--- src/rtl/pdat_pkg.sv ---
package pdat_pkg;
    localparam int LOG_W  = 16;
    localparam int PAGE_W = 10;
    localparam int SEG_W  = 8;
    localparam int NPTR   = 4;

    typedef enum logic [1:0] {
        XM_PTR  = 2'b00,
        XM_PAGE = 2'b01,
        XM_SEG  = 2'b10,
        XM_ALT  = 2'b11
    } xmode_e;

    typedef enum logic {
        ST_EMPTY = 1'b0,
        ST_ISSUE = 1'b1
    } ostate_e;
endpackage

--- src/rtl/pdat_ptr_bank.sv ---
module pdat_ptr_bank #(
    parameter int NPTR   = 4,
    parameter int PAGE_W = 10,
    localparam int SEL_W = $clog2(NPTR)
) (
    input  logic                     clk,
    input  logic                     rst_n,
    input  logic                     wr_en,
    input  logic [SEL_W-1:0]         wr_sel,
    input  logic [PAGE_W-1:0]        wr_page,
    output logic [NPTR*PAGE_W-1:0]   pages_flat
);
    for (genvar k = 0; k < NPTR; k++) begin : g_ptr
        logic [PAGE_W-1:0] page_q;
        always_ff @(posedge clk or negedge rst_n) begin
            if (!rst_n) begin
                page_q <= PAGE_W'(k);
            end else if (wr_en && (wr_sel == SEL_W'(k))) begin
                page_q <= wr_page;
            end
        end
        assign pages_flat[k*PAGE_W +: PAGE_W] = page_q;
    end
endmodule

--- src/rtl/pdat_xlate.sv ---
module pdat_xlate
    import pdat_pkg::*;
#(
    parameter int NPTR   = 4,
    parameter int LOG_W  = 16,
    parameter int PAGE_W = 10,
    parameter int SEG_W  = 8,
    localparam int SEL_W  = $clog2(NPTR),
    localparam int OFS_W  = LOG_W - SEL_W,
    localparam int PHYS_W = PAGE_W + OFS_W
) (
    input  logic [LOG_W-1:0]         addr,
    input  logic [1:0]               mode,
    input  logic [PAGE_W-1:0]        ovr_page,
    input  logic [SEG_W-1:0]         ovr_seg,
    input  logic [NPTR*PAGE_W-1:0]   pages_flat,
    output logic [PHYS_W-1:0]        phys
);
    logic [SEL_W-1:0]  sel;
    logic [PAGE_W-1:0] ptr_page;
    logic [OFS_W-1:0]  ofs;

    assign sel = addr[LOG_W-1 -: SEL_W];
    assign ofs = addr[OFS_W-1:0];

    always_comb begin
        ptr_page = '0;
        for (int k = 0; k < NPTR; k++) begin
            if (sel == SEL_W'(k)) ptr_page = pages_flat[k*PAGE_W +: PAGE_W];
        end
    end

    always_comb begin
        unique case (xmode_e'(mode))
            XM_PAGE: phys = {ovr_page, ofs};
            XM_SEG:  phys = PHYS_W'({ovr_seg, addr});
            XM_PTR,
            XM_ALT:  phys = {ptr_page, ofs};
            default: phys = {ptr_page, ofs};
        endcase
    end
endmodule

--- src/rtl/pdat_out_stage.sv ---
module pdat_out_stage
    import pdat_pkg::*;
#(
    parameter int PHYS_W = 24
) (
    input  logic              clk,
    input  logic              rst_n,
    input  logic              in_valid,
    input  logic [PHYS_W-1:0] in_phys,
    output logic              out_valid,
    output logic [PHYS_W-1:0] out_phys
);
    ostate_e state_q, state_d;
    logic [PHYS_W-1:0] phys_q;

    always_comb begin
        state_d = state_q;
        unique case (state_q)
            ST_EMPTY: if (in_valid)  state_d = ST_ISSUE;
            ST_ISSUE: if (!in_valid) state_d = ST_EMPTY;
            default:  state_d = ST_EMPTY;
        endcase
    end

    always_ff @(posedge clk or negedge rst_n) begin
        if (!rst_n) state_q <= ST_EMPTY;
        else        state_q <= state_d;
    end

    always_ff @(posedge clk or negedge rst_n) begin
        if (!rst_n)        phys_q <= '0;
        else if (in_valid) phys_q <= in_phys;
    end

    always_comb begin
        out_valid = (state_q == ST_ISSUE);
        out_phys  = phys_q;
    end
endmodule

--- src/rtl/paged_addr_xlat.sv ---
module paged_addr_xlat
    import pdat_pkg::*;
(
    input  logic        clk,
    input  logic        rst_n,
    input  logic        ptr_we,
    input  logic [1:0]  ptr_sel,
    input  logic [9:0]  ptr_page,
    input  logic        req_valid,
    input  logic [15:0] req_addr,
    input  logic [1:0]  req_mode,
    input  logic [9:0]  req_page,
    input  logic [7:0]  req_seg,
    output logic        res_valid,
    output logic [23:0] res_phys
);
    localparam int SEL_W  = $clog2(NPTR);
    localparam int PHYS_W = PAGE_W + LOG_W - SEL_W;

    logic [NPTR*PAGE_W-1:0] pages_flat;
    logic [PHYS_W-1:0]      phys_c;

    pdat_ptr_bank #(.NPTR(NPTR), .PAGE_W(PAGE_W)) u_bank (
        .clk        (clk),
        .rst_n      (rst_n),
        .wr_en      (ptr_we),
        .wr_sel     (ptr_sel),
        .wr_page    (ptr_page),
        .pages_flat (pages_flat)
    );

    pdat_xlate #(.NPTR(NPTR), .LOG_W(LOG_W), .PAGE_W(PAGE_W), .SEG_W(SEG_W)) u_xlate (
        .addr       (req_addr),
        .mode       (req_mode),
        .ovr_page   (req_page),
        .ovr_seg    (req_seg),
        .pages_flat (pages_flat),
        .phys       (phys_c)
    );

    pdat_out_stage #(.PHYS_W(PHYS_W)) u_out (
        .clk       (clk),
        .rst_n     (rst_n),
        .in_valid  (req_valid),
        .in_phys   (phys_c),
        .out_valid (res_valid),
        .out_phys  (res_phys)
    );
endmodule

--- config.mk ---
export PLATFORM = sky130hd
export DESIGN_NAME = paged_addr_xlat
export DESIGN_NICKNAME = d
export VERILOG_FILES = /design/src/rtl/pdat_pkg.sv /design/src/rtl/pdat_ptr_bank.sv /design/src/rtl/pdat_xlate.sv /design/src/rtl/pdat_out_stage.sv /design/src/rtl/paged_addr_xlat.sv
export SDC_FILE = /design/constraint.sdc
export NUM_CORES = 1
export LEC_CHECK = 0
export ABC_AREA = 1
export CELL_PAD_IN_SITES_DETAIL_PLACEMENT = 0
export CELL_PAD_IN_SITES_GLOBAL_PLACEMENT = 1
export CORE_UTILIZATION = 38
export DETAILED_ROUTE_END_ITERATION = 7
export PLACE_DENSITY = 0.89
export SETUP_SLACK_MARGIN = 0.3
export SLEW_MARGIN = 0
export SYNTH_ARGS = -nofsm -noshare
export SYNTH_HDL_FRONTEND = slang
export SYNTH_SLANG_ARGS = --single-unit
export TNS_END_PERCENT = 50
--- constraint.sdc ---
create_clock -name clk -period 2.7 [get_ports clk]
set_input_delay 0.405 -clock clk [delete_from_list [all_inputs] [get_ports clk]]
set_output_delay 0.405 -clock clk [all_outputs]
set_load 0.005 [all_outputs]
==> out/qor.yml, run 1 <==
status:
  status: "finished clean"
floorplan:
  die_h_um: 92.1
  io_pins: 77
  dieArea_um2: 8480
  core_area_um2: 7810
  std_cell_rows: 32
  die_w_um: 92.1
  initial_core_util_pct: 39.5
clock_network:
  cts_hold_buf: 0
  cts_max_level: 3
  post-cts-setup-buffer-count: 0
  cts_resized: 0
  path_clk_slew_ps: 70
  cts_num_sinks: 65
  cts_tree: "done"
  ctsRootBufferMaster: "clkbuf_8"
  clk_latency_ps: 340
  clock_path_buffers: 2
  cts_buffers: 9
routing:
  drt_iter0_markers: 182
  routed_via_density: 4.67
  drcViolationCount: 0
  first_pass_iters: 4
  wl_per_cell_um: 13.0
  vias: 2662
  drtAntennaViolNets: 0
  drt-total-wl_mm: 7.39
synth:
  yosysWarnings: 0
  synth_xor_area_share_pct: 0
  ys_seq_elements: 65
  yosysMostFrequentCell: "nand2_1"
  synthArstFlopShare_pct: 100
  synth_top_family_by_area: "simple AND/OR/NAND/NOR gates"
  ys_seq_area_share_pct: 52.9
  synthCells: 392
  yosys.area_share.simple_pct: 25.5
  synthDistinctLibCells: 22
  synth_edf_count: 0
  mappedNetlistNets: 446
  synthAdderAreaFrac_pct: 0.811
  synth_top_cell_by_area: "dfrtp_1"
  synthMuxAreaShare_pct: 0
  netlist_top_cells_count: "nand2_1, dfrtp_1, o21ai_0"
  ys_top_cells_by_area: "dfrtp_1, nand2_1, o21ai_0, inv_1, a21oi_1"
  synth_area_um2: 3090
  synth-compound-area-share_pct: 11.0
  avgSynthCellArea_um2: 7.87
  ys.flop_type: "dfrtp_1"
  synth_top_area_share_pct: 49.5
run:
  maxCapViolations: 0
timing:
  hold_ws_ps: 97.1
  fin_skew_ps: 9.82
  fin_crit_ps: 1890
  drv_slew: 0
  relSlewSlack_pct: 49.5
  setup-tns-final_ps: 0
  hold_viol: 0
  min_period_over_period_pct: 70.0
  max_freq_mhz: 529
  tightestPinTransition_ps: 755
  setup_viol_count_final: 0
  rsz0062_at_grt: "false"
worst_hold_path:
  hold_class: "input pin to asynchronous set/reset pin"
global_routing:
  grt_max_degree: 38
  grt_pass1_vias: 2541
  grt_first_pass_wirelength_mm: 12.5
  overflow: 0
  grt_usage_pct: 19.2
  antenna_found_initial: 0
cells_and_area:
  multiInputGateArea_um2: 1150
  drive_above_1_share_pct: 6.62
  n_antenna_cell: 0
  synthToLayoutAreaGrowth_pct: 31.5
  nFillCells: 776
  final-seq-area_um2: 1630
  fin_nets: 517
worst_setup_path:
  cp.required_ps: 2920
  cp_max_fo: 11
  rrSetupSlack_ps: 1540
  worstRegToRegCells: 7
  crit_chain: "clkdlybuf4s50_1 > inv_1 > nor2_1 > nand2_1 > nand3_1 > nand2_1 > nand2_1 > nand2_1 > nand2_1 > nand2_1"
  cp.arrival_ps: 2110
  crit_type: "input pin to flip-flop"
  critPathLaunchType: "input pin"
  crit_top_cell: "nand2_1"
  r2r-start: "u_bank.g_ptr[2].page_q[0]"
  slowest_stage: "clkdlybuf4s50_1"
  end_kind: "flip-flop"
  max_stage_delay_ps: 770
  r2r-end: "u_out.out_phys[14]"
power_and_ir_drop:
  peakVddDrop_v: 0.000321
  p_per_area_nw_per_um2: 610
  p_leak_nw: 2.02
  total_power_mw: 2.48
placed_design:
  dp_hpwl_mm: 5.25
  port_buffers: 76
  place.gp.congestion: 0.775
## kinds of logic (layout without fill, tap and decap cells)
logic type | after synthesis | in the layout
AO/OA/AOI/OAI | 68 | 68
buffers and inverters | 63 | 139
AND/OR/NAND/NOR | 194 | 194
adder cells (fa/ha/maj) | 2 | 2
flip-flops | 65 | 65
## worst max-delay path: cells and delay by family
family / cells / cell delay (ps)
AND/OR/NAND/NOR: 8 / 760
buffers and inverters: 2 / 940
## worst max path at each step
stage / startpoint / endpoint
5_1_grt: req_addr[15] / u_out.out_phys[20]
4_1_cts: req_addr[15] / u_out.out_phys[20]
3_5_place_dp: req_addr[15] / u_out.out_phys[21]
2_1_floorplan: req_mode[0] / u_out.out_phys[16]
3_3_place_gp: req_addr[15] / u_out.out_phys[21]
6_report: req_addr[15] / u_out.out_phys[20]
## flip-flops by register name, indices dropped and copies added (netlist names)
signal               flops
u_bank.g_ptr.page_q     40
u_out.out_phys          24
u_out.out_valid          1
## per-layer routing
metal | GRT usage (%) | share of wire (%) | wire, um
met4 | 6.25 | 1.4 | 102
met5 | 0 | 0 | 0
met3 | 4.39 | 4.7 | 347
met2 | 32.8 | 50 | 3710
met1 | 23.9 | 44 | 3230
## per-stage QoR
| stage | util, % | instances | setup WS [ps] | cell area [um2] |
|---|---|---|---|---|
| after floorplan | - | 392 | 1400 | 3090 |
| after global placement | 49.5 | 554 | 559 | 3860 |
| after detailed placement | 49.5 | 554 | 471 | 3860 |
| after CTS | 52.0 | 570 | 832 | 4060 |
| after global routing | 52.0 | 570 | 643 | 4060 |
| final | 52.0 | 570 | 811 | 4060 |
## placed cells by master, fill, tap and decap left out, drive strengths merged
| master | netlist | layout |
|---|---|---|
| clkinv | 1 | 3 |
| dfrtp | 61 | 61 |
| nor2 | 17 | 17 |
| clkinvlp | 0 | 2 |
| buf | 2 | 3 |
| clkdlybuf4s50 | 0 | 75 |
| nand3 | 10 | 10 |
| a21oi | 23 | 23 |
| ha | 2 | 2 |
| o21ai | 45 | 45 |
| clkbuf | 15 | 11 |
| nand2 | 159 | 159 |
| inv | 44 | 44 |
| dfstp | 4 | 4 |
| or2 | 5 | 5 |
| nand4 | 3 | 3 |
| bufinv | 0 | 1 |
## layout make-up
class                           count  area share [%]
Sequential cell                    65            40.2
Multi-Input combinational cell    264            28.4
Timing Repair Buffer               78            19.3
Inverter                           45            4.16
Clock buffer                       11            3.48
Tap cell                          102            3.14
Clock inverter                      5            1.36
## report_power, final
| group | internal (mW) | switching [mW] | leakage (nW) | total (mW) |
|---|---|---|---|---|
| logic | 0.237 | 0.228 | 1.13 | 0.465 |
| clock network | 0.449 | 0.371 | 0.0953 | 0.819 |
| registers | 1.12 | 0.0745 | 0.798 | 1.19 |
| total | 1.80 | 0.673 | 2.02 | 2.48 |
Power figures use the tool's default switching activity.
==> inputs of run 2 (changes only) <==
--- a/config.mk
+++ b/config.mk
@@ -8,9 +8,9 @@
 export ABC_AREA = 1
 export CELL_PAD_IN_SITES_DETAIL_PLACEMENT = 0
 export CELL_PAD_IN_SITES_GLOBAL_PLACEMENT = 1
-export CORE_UTILIZATION = 38
+export CORE_UTILIZATION = 35
 export DETAILED_ROUTE_END_ITERATION = 7
-export PLACE_DENSITY = 0.89
+export PLACE_DENSITY = 0.84
 export SETUP_SLACK_MARGIN = 0.3
 export SLEW_MARGIN = 0
 export SYNTH_ARGS = -nofsm -noshare
==> constraint.sdc (replaced) <==
create_clock -name clk -period 2 [get_ports clk]
set_input_delay 0.3 -clock clk [delete_from_list [all_inputs] [get_ports clk]]
set_output_delay 0.3 -clock clk [all_outputs]
set_load 0.005 [all_outputs]
==> run 2 against run 1 <==
Effect of this change: register-to-register slack worse by 660 ps; flip-flop and latch count unchanged; hold slack better by 370 ps; sequential share of layout area down 0.57 points; critical path depth unchanged; cell count up 2.1%; global-route usage down 1.1 points; power up 32%; core utilization down 2.9 points; critical path type unchanged.
==> out/qor.yml, run 2 (synthesis gave the netlist of run 1 again) <==
timing:
  max_freq_mhz: 654
  fin_skew_ps: 7.88
  setup_viol_count_final: 0
  drv_slew: 0
  hold_viol: 0
  tightestPinTransition_ps: 601
  setup-tns-final_ps: 0
  relSlewSlack_pct: 59.8
  rsz0062_at_grt: "false"
  min_period_over_period_pct: 76.4
  fin_crit_ps: 1530
worst_setup_path:
  max_stage_delay_ps: 550
  slowest_stage: "clkdlybuf4s50_1"
  crit_chain: "clkdlybuf4s50_1 > buf_4 > nor2_4 > nand2_1 > nand3_1 > nand2_1 > nand2_1 > nand2_1 > nand2_1 > nand2_1"
  critPathLaunchType: "input pin"
  worstRegToRegCells: 7
  cp.arrival_ps: 1760
  cp_max_fo: 8
  crit_top_cell: "nand2_1"
  end_kind: "flip-flop"
  crit_type: "input pin to flip-flop"
  cp.required_ps: 2230
floorplan:
  core_area_um2: 8380
  std_cell_rows: 33
  die_h_um: 95.9
  io_pins: 77
  die_w_um: 95.9
  dieArea_um2: 9190
  initial_core_util_pct: 36.8
cells_and_area:
  fin_nets: 526
  final_common_cell: "nand2_1"
  largest_register_ffs: 40
  drive_above_1_share_pct: 8.39
  synthToLayoutAreaGrowth_pct: 33.5
  fin_util_pct: 49.1
  nFillCells: 829
  top_register: "u_bank.g_ptr.page_q"
  n_antenna_cell: 0
  final_cell_mix: "nand2_1, clkdlybuf4s50_1, dfrtp_1, o21ai_0, inv_1"
routing:
  first_pass_iters: 4
  drtAntennaViolNets: 0
  wl_per_cell_um: 12.8
  drt-total-wl_mm: 7.44
  drcViolationCount: 0
  vias: 2670
  drt_iter0_markers: 152
  routed_via_density: 4.59
worst_hold_path:
  hold_depth: 2
  hold_class: "flip-flop to flip-flop"
placed_design:
  port_buffers: 76
  place.gp.congestion: 0.782
  dp_hpwl_mm: 5.50
power_and_ir_drop:
  p_per_area_nw_per_um2: 791
  peakVddDrop_v: 0.000434
  p_leak_nw: 2.06
clock_network:
  cts_max_level: 3
  path_clk_slew_ps: 70
  post-cts-setup-buffer-count: 0
  ctsRootBufferMaster: "clkbuf_8"
  clock_path_buffers: 2
  cts_tree: "done"
  cts_buffers: 9
  cts_num_sinks: 65
  clk_latency_ps: 340
global_routing:
  grt_usage_pct: 18.0
  antenna_found_initial: 0
  grt_first_pass_wirelength_mm: 12.5
  grt_pass1_vias: 2652
  grt_max_degree: 35
  overflow: 0
run:
  maxCapViolations: 0
status:
  status: "finished clean"
run 2: cell types whose count changed in the layout (fill, tap and decap cells not counted):
cell           change
buf_4              +8
bufinv_16          -1
clkbuf_1           -1
clkbuf_8           +1
clkinv_2           +1
dlygate4sd3_1      +1
run 2: worst max-delay path: cells and delay by family:
| kind | cells | cell delay (ps) |
|---|---|---|
| buffers and inverters | 2 | 790 |
| and+or+nand+nor | 8 | 670 |
run 2: per-stage QoR:
stage / setup WS [ps] / hold slack [ps] / instances / power (mW) / cell area (um2)
after floorplan: 807 / 4.41 / 392 / 1.93 / 3090
after global placement: 127 / 308 / 565 / 2.26 / 3930
after detailed placement: 121 / 309 / 565 / 2.28 / 3930
after CTS: 448 / 478 / 582 / 3.30 / 4120
after global routing: 331 / 492 / 582 / 3.48 / 4120
final: 472 / 472 / 582 / 3.26 / 4120
run 2: metal layers:
metal | wire (um) | track usage (%) | share of wire [%] | vias up
li1 | - | - | - | 1370
met1 | 3430 | 23.4 | 46 | 1254
met2 | 3740 | 29.9 | 50 | 42
met3 | 212 | 3.32 | 2.8 | 4
met4 | 56 | 6.84 | 0.75 | 0
met5 | 0 | 0 | 0 | -
run 2: what timing repair did:
action,in CTS,in global routing
resized for setup,0,0
endpoints found under the hold margin,18,0
hold buffers,1,0
run 2: report_power, final:
group          internal (mW)  switching, mW
clock                  0.510          0.502
combinational          0.330          0.312
sequential              1.51         0.0971
run 2: path summary, 6_finish.rpt:
path / startpoint / end / slack, ps
worst max-delay path: req_addr[14] / u_out.out_phys[20] / 470
worst min-delay path: u_out.out_phys[6] / u_out.out_phys[6] / 470
worst max register to register: u_bank.g_ptr[2].page_q[0] / u_out.out_phys[14] / 880
worst min register to register: u_out.out_phys[6] / u_out.out_phys[6] / 470
max in group asynchronous: rst_n / u_out.out_phys[23] / 760
min in group asynchronous: rst_n / u_bank.g_ptr[1].page_q[8] / 480
run 2: area by class of cell:
type	instances	area [um2]	share of cell area [%]
clock inverter	5	30.0	0.729
tap	105	131	3.19
multi-input combinational	264	1150	28.0
clock buffer	11	151	3.68
inverter	45	169	4.10
sequential	65	1630	39.6
timing repair buffer	87	853	20.7
